===== src/rtl/idec_pkg.sv =====
package idec_pkg;

    // Instruction format classes held in the opcode table.
    typedef enum logic [1:0] {
        FMT_REG = 2'd0,
        FMT_IMM = 2'd1,
        FMT_RSV = 2'd2
    } fmt_e;

    // Format rule, applied in priority order: reserved slots first,
    // then immediate form, register form for everything else.
    function automatic fmt_e fmt_of(input logic [31:0] code);
        if (!code[5] && (code[2:0] == 3'b111))
            return FMT_RSV;
        else if (code[3])
            return FMT_IMM;
        else
            return FMT_REG;
    endfunction

endpackage


===== src/rtl/idec_fmt_table.sv =====
module idec_fmt_table #(
    parameter int unsigned OPC_W = 6
) (
    input  logic [OPC_W-1:0] opcode,
    output idec_pkg::fmt_e   fmt
);
    localparam int unsigned NUM_OPC = 1 << OPC_W;

    idec_pkg::fmt_e tbl [NUM_OPC];

    // One entry per opcode, filled at elaboration.
    for (genvar g = 0; g < NUM_OPC; g++) begin : g_entry
        assign tbl[g] = idec_pkg::fmt_of(32'(g));
    end

    assign fmt = tbl[opcode];

endmodule


===== src/rtl/idec_prefix_fsm.sv =====
module idec_prefix_fsm #(
    parameter int unsigned IMM_W = 16
) (
    input  logic             clk,
    input  logic             rst_n,
    input  logic             step,
    input  logic             is_pfx,
    input  logic             exc,
    input  logic [IMM_W-1:0] pfx_val,
    output logic             pending,
    output logic [IMM_W-1:0] hi
);
    typedef enum logic {
        PFX_IDLE = 1'b0,
        PFX_HELD = 1'b1
    } pfx_state_e;

    pfx_state_e       state_q, state_d;
    logic [IMM_W-1:0] hi_q;

    // State register and held upper half.
    always_ff @(posedge clk or negedge rst_n) begin
        if (!rst_n) begin
            state_q <= PFX_IDLE;
            hi_q    <= '0;
        end else begin
            state_q <= state_d;
            if (step && is_pfx && !exc)
                hi_q <= pfx_val;
        end
    end

    // Transitions: arm, rearm, consume, flush.
    always_comb begin
        state_d = state_q;
        unique case (state_q)
            PFX_IDLE: begin
                if (exc)                 state_d = PFX_IDLE;
                else if (step && is_pfx) state_d = PFX_HELD;
                else                     state_d = PFX_IDLE;
            end
            PFX_HELD: begin
                if (exc)       state_d = PFX_IDLE;
                else if (step) state_d = is_pfx ? PFX_HELD : PFX_IDLE;
                else           state_d = PFX_HELD;
            end
            default: state_d = PFX_IDLE;
        endcase
    end

    assign pending = (state_q == PFX_HELD);
    assign hi      = hi_q;

    assert_arm_latches_R6: assert property (@(posedge clk) disable iff (!rst_n)
        (step && is_pfx && !exc) |=> (pending && hi == $past(pfx_val)));

    assert_rearm_overwrites_R8: assert property (@(posedge clk) disable iff (!rst_n)
        (pending && step && is_pfx && !exc) |=> (pending && hi == $past(pfx_val)));

    assert_consume_once_R7: assert property (@(posedge clk) disable iff (!rst_n)
        (step && !is_pfx) |=> !pending);

    assert_idle_keeps_R7: assert property (@(posedge clk) disable iff (!rst_n)
        (!step && !exc) |=> ($stable(pending) && $stable(hi)));

    assert_flush_R9: assert property (@(posedge clk) disable iff (!rst_n)
        exc |=> !pending);

endmodule


===== src/rtl/idec_field_split.sv =====
module idec_field_split #(
    parameter int unsigned WORD_W  = 32,
    parameter int unsigned REG_W   = 5,
    parameter int unsigned IMM_W   = 16,
    parameter int unsigned SHORT_W = 11
) (
    input  logic [IMM_W-1:0]  low,
    input  idec_pkg::fmt_e    fmt,
    input  logic              pending,
    input  logic [IMM_W-1:0]  hi,
    output logic [REG_W-1:0]  rb,
    output logic [IMM_W-1:0]  field,
    output logic [WORD_W-1:0] imm
);
    localparam int unsigned EXT_W = WORD_W - IMM_W;

    logic [WORD_W-1:0] imm_sext;
    logic [WORD_W-1:0] imm_join;

    assign imm_sext = {{EXT_W{low[IMM_W-1]}}, low};
    assign imm_join = {hi, low};

    always_comb begin
        rb    = '0;
        field = '0;
        imm   = '0;
        unique case (fmt)
            idec_pkg::FMT_REG: begin
                rb    = low[SHORT_W +: REG_W];
                field = IMM_W'(low[SHORT_W-1:0]);
            end
            idec_pkg::FMT_IMM: begin
                field = low;
                imm   = pending ? imm_join : imm_sext;
            end
            default: begin
            end
        endcase
    end

endmodule


===== src/rtl/insn_decode.sv =====
module insn_decode #(
    parameter int unsigned         WORD_W  = 32,
    parameter int unsigned         OPC_W   = 6,
    parameter int unsigned         REG_W   = 5,
    parameter int unsigned         IMM_W   = 16,
    parameter int unsigned         SHORT_W = 11,
    parameter logic [OPC_W-1:0]    PFX_OPC = 6'h2C
) (
    input  logic              clk,
    input  logic              rst_n,
    input  logic              insn_valid,
    input  logic [WORD_W-1:0] insn_word,
    input  logic              exc_enter,
    output logic              dec_valid,
    output logic [OPC_W-1:0]  dec_opcode,
    output logic [REG_W-1:0]  dec_rd,
    output logic [REG_W-1:0]  dec_ra,
    output logic [REG_W-1:0]  dec_rb,
    output logic [IMM_W-1:0]  dec_field,
    output logic [WORD_W-1:0] dec_imm,
    output logic              dec_is_imm,
    output logic              dec_reserved
);
    localparam int unsigned OPC_LSB = WORD_W - OPC_W;
    localparam int unsigned RD_LSB  = OPC_LSB - REG_W;
    localparam int unsigned RA_LSB  = RD_LSB - REG_W;

    logic [OPC_W-1:0]  opc;
    logic [REG_W-1:0]  rd_c, ra_c, rb_c;
    logic [IMM_W-1:0]  field_c, hi;
    logic [WORD_W-1:0] imm_c;
    logic              is_pfx, pending;
    idec_pkg::fmt_e    fmt;

    assign opc    = insn_word[OPC_LSB +: OPC_W];
    assign rd_c   = insn_word[RD_LSB +: REG_W];
    assign ra_c   = insn_word[RA_LSB +: REG_W];
    assign is_pfx = (opc == PFX_OPC);

    idec_fmt_table #(.OPC_W(OPC_W)) u_table (
        .opcode (opc),
        .fmt    (fmt)
    );

    idec_prefix_fsm #(.IMM_W(IMM_W)) u_pfx (
        .clk     (clk),
        .rst_n   (rst_n),
        .step    (insn_valid),
        .is_pfx  (is_pfx),
        .exc     (exc_enter),
        .pfx_val (insn_word[IMM_W-1:0]),
        .pending (pending),
        .hi      (hi)
    );

    idec_field_split #(
        .WORD_W  (WORD_W),
        .REG_W   (REG_W),
        .IMM_W   (IMM_W),
        .SHORT_W (SHORT_W)
    ) u_split (
        .low     (insn_word[IMM_W-1:0]),
        .fmt     (fmt),
        .pending (pending),
        .hi      (hi),
        .rb      (rb_c),
        .field   (field_c),
        .imm     (imm_c)
    );

    // Output register stage.
    always_ff @(posedge clk or negedge rst_n) begin
        if (!rst_n) begin
            dec_valid    <= 1'b0;
            dec_opcode   <= '0;
            dec_rd       <= '0;
            dec_ra       <= '0;
            dec_rb       <= '0;
            dec_field    <= '0;
            dec_imm      <= '0;
            dec_is_imm   <= 1'b0;
            dec_reserved <= 1'b0;
        end else begin
            dec_valid <= insn_valid;
            if (insn_valid) begin
                dec_opcode   <= opc;
                dec_rd       <= rd_c;
                dec_ra       <= ra_c;
                dec_rb       <= rb_c;
                dec_field    <= field_c;
                dec_imm      <= imm_c;
                dec_is_imm   <= (fmt == idec_pkg::FMT_IMM);
                dec_reserved <= (fmt == idec_pkg::FMT_RSV);
            end
        end
    end

    assert_valid_latency_R11: assert property (@(posedge clk) disable iff (!rst_n)
        insn_valid |=> dec_valid);

    assert_hold_fields_R11: assert property (@(posedge clk) disable iff (!rst_n)
        !insn_valid |=> ($stable(dec_imm) && $stable(dec_opcode)));

    assert_fmt_exclusive_R3: assert property (@(posedge clk) disable iff (!rst_n)
        dec_valid |-> !(dec_is_imm && dec_reserved));

    assert_reserved_zero_R10: assert property (@(posedge clk) disable iff (!rst_n)
        (dec_valid && dec_reserved) |-> (dec_imm == '0 && dec_rb == '0 && dec_field == '0));

    assert_reg_imm_zero_R4: assert property (@(posedge clk) disable iff (!rst_n)
        (dec_valid && !dec_is_imm && !dec_reserved) |-> (dec_imm == '0));

    assert_opcode_capture_R2: assert property (@(posedge clk) disable iff (!rst_n)
        insn_valid |=> (dec_opcode == $past(insn_word[OPC_LSB +: OPC_W])));

endmodule


===== config.mk =====
export PLATFORM = sky130hd
export DESIGN_NAME = insn_decode
export DESIGN_NICKNAME = d
export VERILOG_FILES = /design/src/rtl/idec_pkg.sv /design/src/rtl/idec_fmt_table.sv /design/src/rtl/idec_prefix_fsm.sv /design/src/rtl/idec_field_split.sv /design/src/rtl/insn_decode.sv
export SDC_FILE = /design/constraint.sdc
export NUM_CORES = 1
export LEC_CHECK = 0
export ABC_AREA = 1
export BUFFER_PORTS_ARGS = -buffer_cell sky130_fd_sc_hd__buf_4
export CAP_MARGIN = 20
export CORE_MARGIN = 2
export CORE_UTILIZATION = 25
export DETAILED_ROUTE_END_ITERATION = 7
export PLACE_DENSITY_LB_ADDON = 0.3
export SYNTH_ARGS = -nofsm -noshare
export SYNTH_HDL_FRONTEND = slang
export SYNTH_SLANG_ARGS = --single-unit
export TNS_END_PERCENT = 100

===== constraint.sdc =====
create_clock -name clk -period 0.96 [get_ports clk]
set_input_delay 0.192 -clock clk [delete_from_list [all_inputs] [get_ports clk]]
set_output_delay 0.192 -clock clk [all_outputs]
set_load 0.005 [all_outputs]

After elaboration in Yosys (flattened, before gate mapping)
Memories as Yosys holds them, arrays and structs flattened.
Cells that the tools add are included.
{"block": "op_classes", "add_sub_neg": 0, "multipliers": 0, "div_mod_pow": 0, "order_cmp": 1, "eq_ne": 3, "shift": 0, "muxes": 12, "bitwise_logic": 2, "reduce_logical": 4}
{"cell": "32-bit two-way mux", "n": 2}
{"cell": "16-bit one-hot mux with 2 select lines", "n": 1}
{"cell": "7-bit >= comparator, second input constant", "n": 1}
{"cell": "6-bit inverter with 7-bit output", "n": 1}
{"cell": "6-bit == test, second input constant", "n": 1}
{"cell": "1-bit two-way mux", "n": 5}
{"cell": "5-bit two-way mux", "n": 1}
{"cell": "2-bit two-way mux", "n": 2}
{"cell": "2-bit by 1-bit == test with 1-bit output, second input constant", "n": 1}
{"cell": "2-bit == test, second input constant", "n": 1}
{"cell": "1-bit logical AND", "n": 2}
{"cell": "2-bit logical NOT", "n": 1}
{"cell": "1-bit one-hot mux with 2 select lines", "n": 1}
{"cell": "1-bit logical NOT", "n": 1}
{"cell": "1-bit inverter", "n": 1}
{"block": "word_totals", "register_bits": 89, "latchBits": 0, "mem_bits_rw": 0, "mem_bits_ro": 128, "in_bits": 36, "n_memories": 1}
{"memory": "(no name shown)", "words": 64, "width": 2, "read_ports": 1, "rd_ports_with_merged_regs": 0, "wr": 0, "line_no": "idec_fmt_table.sv:16", "text": "assign fmt = tbl[opcode];"}

Depth between registers and ports, before layout
{"block": "logic_depth", "depth_word": 6, "depth_mapped": 7, "mapped_depth_nobuf": 6}

Modules after synthesis
A second synthesis with hierarchy kept.
{"block": "hier_totals", "cells_unflattened": 486, "area_unflattened_um2": 4107.7}
{"module": "insn_decode", "n_inst": 1, "cells_per_inst": 308, "area_each_um2": 2861.5}
{"module": "idec_prefix_fsm", "n_inst": 1, "cells_per_inst": 75, "area_each_um2": 737.0}
{"module": "idec_field_split", "n_inst": 1, "cells_per_inst": 97, "area_each_um2": 484.2}
{"module": "idec_fmt_table", "n_inst": 1, "cells_per_inst": 6, "area_each_um2": 25.0}

Worst setup path before layout
Ideal clock, no wire load.
{"block": "synth_path", "kind": "register to register", "start": "register u_pfx.state_q, in the netlist u_pfx.pending", "end": "register dec_imm[24]", "setup_time_ns": 0.065, "t_arrival_ns": 0.995, "path_slack_ns": -0.100, "path_stages_with_launch": 8, "synth_period_minus_slack_ns": 1.060, "path_cell_list": "dfrtp_1 > buf_4 > inv_1 > nand2_1 > buf_4 > nand2_1 > nand3_1 > nand2_1"}
{"block": "synth_via", "elab_chain_cells": 2}
{"element": "start, declared", "line_no": "idec_prefix_fsm.sv:18", "text": "pfx_state_e state_q, state_d;"}
{"element": "start signal, assigned", "line_no": "idec_prefix_fsm.sv:27", "text": "state_q <= state_d;"}
{"element": "32-bit two-way mux", "line_no": "idec_field_split.sv:34", "text": "imm = pending ? imm_join : imm_sext;"}
{"element": "32-bit two-way mux", "line_no": "idec_field_split.sv:27", "text": "unique case (fmt)"}
{"element": "end signal, assigned", "line_no": "insn_decode.sv:91", "text": "dec_imm <= imm_c;"}
{"element": "end, declared", "line_no": "insn_decode.sv:20", "text": "output logic [WORD_W-1:0] dec_imm,"}
Every way passes these cells.
A chain may end at the register's enable or synchronous reset.

Worst setup path in the final report
{"block": "layout_path", "start": "register dec_imm[14]", "end": "output dec_imm[14]"}
No word-level cell between the ends.

==> impl_results.html <==
<table>
<tr><th>Metric</th><th>Value</th></tr>
<tr><th colspan="2">Cells and area</th></tr>
<tr><td>Number of standard cells in the layout, taps in and fillers out</td><td>735</td></tr>
<tr><td>Area used by sequential logic in the layout</td><td>0.00210 mm^2</td></tr>
<tr><td>Fraction of final layout cells with drive strength greater than 1</td><td>39.5%</td></tr>
<tr><td>Area of all placed cells without fillers</td><td>0.00569 mm^2</td></tr>
<tr><td>Total area of multi-input combinational cells</td><td>~0.0015 mm^2</td></tr>
<tr><td>Number of fillers in the final layout</td><td>1373</td></tr>
<tr><td>Diodes inserted</td><td>0</td></tr>
<tr><td>Net count reported at finish</td><td>between 500 and 600</td></tr>
<tr><td>Layout overhead on the synthesized area</td><td>62.1%</td></tr>
<tr><td>Final Util</td><td>41.2%</td></tr>
<tr><th colspan="2">GRT</th></tr>
<tr><td>Total congestion overflow after global routing</td><td>0</td></tr>
<tr><td>Vias in the first global route</td><td>3083</td></tr>
<tr><td>Overall global routing resource usage</td><td>a little over an eighth</td></tr>
<tr><td>Wire length of the first global-routing pass</td><td>about 16000 um</td></tr>
<tr><td>Largest net degree at the start of global routing</td><td>35</td></tr>
<tr><td>Number of antenna violations at the first check in global routing</td><td>0</td></tr>
<tr><th colspan="2">Die</th></tr>
<tr><td>Core footprint</td><td>about 0.014 mm^2</td></tr>
<tr><td>Die Span X</td><td>123 um</td></tr>
<tr><td>Die Outline Area</td><td>0.0150 mm^2</td></tr>
<tr><td>Number of top-level pins</td><td>~110</td></tr>
<tr><td>Initial core utilization</td><td>25.4%</td></tr>
<tr><td># rows</td><td>43</td></tr>
<tr><td>Die Y</td><td>roughly 120 um</td></tr>
<tr><th colspan="2">Status</th></tr>
<tr><td>Failing checks</td><td>setup timing</td></tr>
<tr><td>Run status</td><td>complete, but fails checks</td></tr>
<tr><th colspan="2">Timing</th></tr>
<tr><td>Fin Clk Skew</td><td>0.00162 ns</td></tr>
<tr><td>Final critical-path setup slack</td><td>-0.122 ns</td></tr>
<tr><td>Number of failing setup endpoints in the final timing report</td><td>88</td></tr>
<tr><td>Slew HR</td><td>75.2%</td></tr>
<tr><td>Max-slew violation total from the final report</td><td>0</td></tr>
<tr><td>Final worst path period share</td><td>113%</td></tr>
<tr><td>Hold violation count in the final report</td><td>0</td></tr>
<tr><td>Setup repair after global routing missed its margin</td><td>true</td></tr>
<tr><td>Clock period minus final worst setup slack</td><td>around 1.1 ns</td></tr>
<tr><td>Final worst hold slack</td><td>0.0524 ns</td></tr>
<tr><td>Achievable Freq</td><td>925 MHz</td></tr>
<tr><td>Setup TNS</td><td>-7.18 ns</td></tr>
<tr><td>Worst-Margin Slew</td><td>0.372 ns</td></tr>
<tr><th colspan="2">Clock network</th></tr>
<tr><td>Master cell of the clock root buffer</td><td>sky130_fd_sc_hd__clkbuf_16</td></tr>
<tr><td>Clock H-tree levels</td><td>3</td></tr>
<tr><td>Clock latency on the worst-skew pair</td><td>0.33 ns</td></tr>
<tr><td>CTS tree</td><td>yes</td></tr>
<tr><td>Maximum root-to-sink buffer count</td><td>2</td></tr>
<tr><td>Number of sinks on the clock net</td><td>84</td></tr>
<tr><td>Clock-pin slew on the worst setup and hold paths</td><td>0.06 ns</td></tr>
<tr><td>Clock buffers created by TritonCTS</td><td>9</td></tr>
<tr><th colspan="2">Synthesis</th></tr>
<tr><td>Synthesized Nets</td><td>446</td></tr>
<tr><td>Share of synthesized area occupied by flip-flops and latches</td><td>about 60%</td></tr>
<tr><td>Number of cells produced by synthesis</td><td>410</td></tr>
<tr><td>Netlist area before placement</td><td>roughly 0.0035 mm^2</td></tr>
<tr><td>Count of unique library cells instantiated by Yosys</td><td>14</td></tr>
<tr><td>YS warnings</td><td>0</td></tr>
<tr><td>#FFs+latches synth</td><td>84</td></tr>
<tr><td>Syn avg cell area</td><td>approximately 8.6 um^2</td></tr>
<tr><th colspan="2">Placed design</th></tr>
<tr><td>Final weighted congestion of routability-driven global placement</td><td>0.777</td></tr>
<tr><td>DP Worst Slack</td><td>-0.105 ns</td></tr>
<tr><td>DP Area</td><td>~0.0047 mm^2</td></tr>
<tr><td>Sum of net half-perimeters after detailed placement</td><td>6820 um</td></tr>
<tr><td>Cell count after placement</td><td>688</td></tr>
<tr><td>Input/output buffers</td><td>about 110</td></tr>
<tr><th colspan="2">Setup path</th></tr>
<tr><td>Crit path capture</td><td>dec_imm[14]</td></tr>
<tr><td>Worst-path cell with the longest stage delay</td><td>sky130_fd_sc_hd__dfrtp_1</td></tr>
<tr><td>Reg2Reg Depth</td><td>5</td></tr>
<tr><td>Worst setup startpoint</td><td>dec_imm[14]</td></tr>
<tr><td>Worst-case register-to-register setup slack</td><td>-0.10 ns</td></tr>
<tr><td>Nature of the critical path startpoint</td><td>flop</td></tr>
<tr><td>Max stage delay on crit path</td><td>0.41 ns</td></tr>
<tr><td>Crit path depth</td><td>1</td></tr>
<tr><td>Capturing point of the worst reg2reg path</td><td>dec_imm[29]</td></tr>
<tr><td>WS Path Type</td><td>reg -&gt; out</td></tr>
<tr><td>Cell family with the largest share of critical-path delay</td><td>flip-flops</td></tr>
<tr><td>Critical path peak fanout</td><td>3</td></tr>
<tr><td>Worst Path Arrival</td><td>~0.89 ns</td></tr>
<tr><td>Cells traversed along the worst timing path</td><td>buf_4</td></tr>
<tr><td>CP endpoint kind</td><td>output pin</td></tr>
<tr><td>Critical path required time</td><td>0.77 ns</td></tr>
<tr><td>Launching point of the worst reg2reg path</td><td>u_pfx.pending</td></tr>
<tr><td>Buffers &amp; Inverters on Critical Path</td><td>1</td></tr>
<tr><th colspan="2">Detailed routing</th></tr>
<tr><td>Routed wire length per instance</td><td>between 10 and 15 um</td></tr>
<tr><td>Post-route antenna net violation count</td><td>0</td></tr>
<tr><td>Aggregate routed wire length</td><td>roughly 10000 um</td></tr>
<tr><td>DRC violations left</td><td>0</td></tr>
<tr><td>Drt pass-1 iters</td><td>4</td></tr>
<tr><td>Total via count after detailed routing</td><td>between 3000 and 4000</td></tr>
<tr><td>Initial DRC Count</td><td>roughly 150</td></tr>
<tr><td>Vias per cell</td><td>4.25</td></tr>
<tr><th colspan="2">Min path</th></tr>
<tr><td>Classification of the worst-slack hold path</td><td>in -&gt; reg</td></tr>
<tr><td>Startpoint of the lowest-slack hold path</td><td>insn_word[20]</td></tr>
<tr><th colspan="2">Power</th></tr>
<tr><td>Worst vdd rail ir drop</td><td>0.000783 V</td></tr>
<tr><td>LEAKAGE</td><td>3.12 nW</td></tr>
<tr><td>Total Power Consumption</td><td>8.99 mW</td></tr>
<tr><td>Power Dens Cells</td><td>1580 mW/mm^2</td></tr>
<tr><th colspan="2">Flow run</th></tr>
<tr><td>Max-cap violation count</td><td>0</td></tr>
</table>
Yosys cell counts, drive strengths merged:
cell type	number	area, um^2
nand3	60	300
inv	9	33.8
o21ai	5	25.0
nand3b	5	37.5
clkbuf	3	11.3
nor2	2	22.5
nand2	215	815
nand4	1	6.26
buf	26	159
dfrtp	84	2100
power by group:
part	internal, mW	total [mW]	switching (mW)
sequential	3.83	4.06	0.232
combinational	0.890	1.52	0.632
clock	2.07	3.41	1.33
total	6.79	8.99	2.20
timing repair:
item                                   4_1_cts  5_1_grt
resized for setup                           63       62
setup buffers                               11       17
setup endpoints to repair                   72       88
pin swaps                                    0       19
gates cloned                                 0        3
hold buffers                                 1        0
endpoints found under the hold margin       12        0
state kept, by name, indices dropped and copies added, names as in the netlist:
name	count
dec_opcode	6
u_pfx.hi	16
dec_imm	32
dec_reserved	1
dec_valid	1
dec_rd	5
dec_field	11
dec_ra	5
dec_is_imm	1
dec_rb	5
u_pfx.pending	1
final cells by class:
cell class / count / area share [%]
clock buffer: 13 / 4.39
clock inverter: 2 / 0.615
inverter: 9 / 0.637
multi-input combinational: 289 / 25.6
sequential: 84 / 36.9
tap: 180 / 3.96
timing repair buffer: 158 / 27.9
worst min-delay path by stage:
stage                     cells past startpoint      endpoint  slack, ns
after global routing                          3     dec_ra[1]       0.05
final                                         3     dec_ra[4]       0.05
after CTS                                     3     dec_ra[1]       0.04
after detailed placement                      1     dec_valid       0.09
after floorplan                               0  dec_field[0]      -0.10
after global placement                        1     dec_ra[0]       0.09
logic make-up (layout without fill, tap and decap cells):
kind of cell	Yosys count	in the layout	share of synthesized area, %
simple gates	283	284	33.6
flops	84	84	59.9
buf+inv	38	182	5.81
compound gates	5	5	0.712
layer usage:
metal / GRT usage, % / up-vias / part of all wire, %
met5: 0 / - / 0
met1: 18.1 / 1452 / 45
met3: 3.02 / 23 / 5.2
li1: - / 1567 / -
met2: 20.3 / 85 / 47
met4: 7.26 / 0 / 3.1
cell usage in the layout (no fill, tap or decap):
cell type,netlist,final
sky130_fd_sc_hd__dfrtp_1,84,83
sky130_fd_sc_hd__nand2_8,0,2
sky130_fd_sc_hd__nand4_1,1,1
sky130_fd_sc_hd__nand2_1,214,184
sky130_fd_sc_hd__bufinv_16,0,1
sky130_fd_sc_hd__inv_2,1,1
sky130_fd_sc_hd__clkinv_2,0,1
sky130_fd_sc_hd__o21ai_0,5,5
sky130_fd_sc_hd__buf_6,1,64
sky130_fd_sc_hd__nand2_2,0,14
sky130_fd_sc_hd__clkbuf_8,0,1
sky130_fd_sc_hd__nor2_4,2,2
sky130_fd_sc_hd__clkbuf_16,0,11
sky130_fd_sc_hd__dfrtp_2,0,1
sky130_fd_sc_hd__nand3_2,0,13
sky130_fd_sc_hd__nand3_1,60,47
sky130_fd_sc_hd__inv_4,0,1
sky130_fd_sc_hd__nand3b_1,5,5
sky130_fd_sc_hd__nand2_4,1,16
sky130_fd_sc_hd__clkbuf_1,3,3
sky130_fd_sc_hd__buf_4,9,81
sky130_fd_sc_hd__inv_1,8,7
sky130_fd_sc_hd__buf_12,0,10
sky130_fd_sc_hd__dlygate4sd3_1,0,1
(Power assumes the default switching activity.)
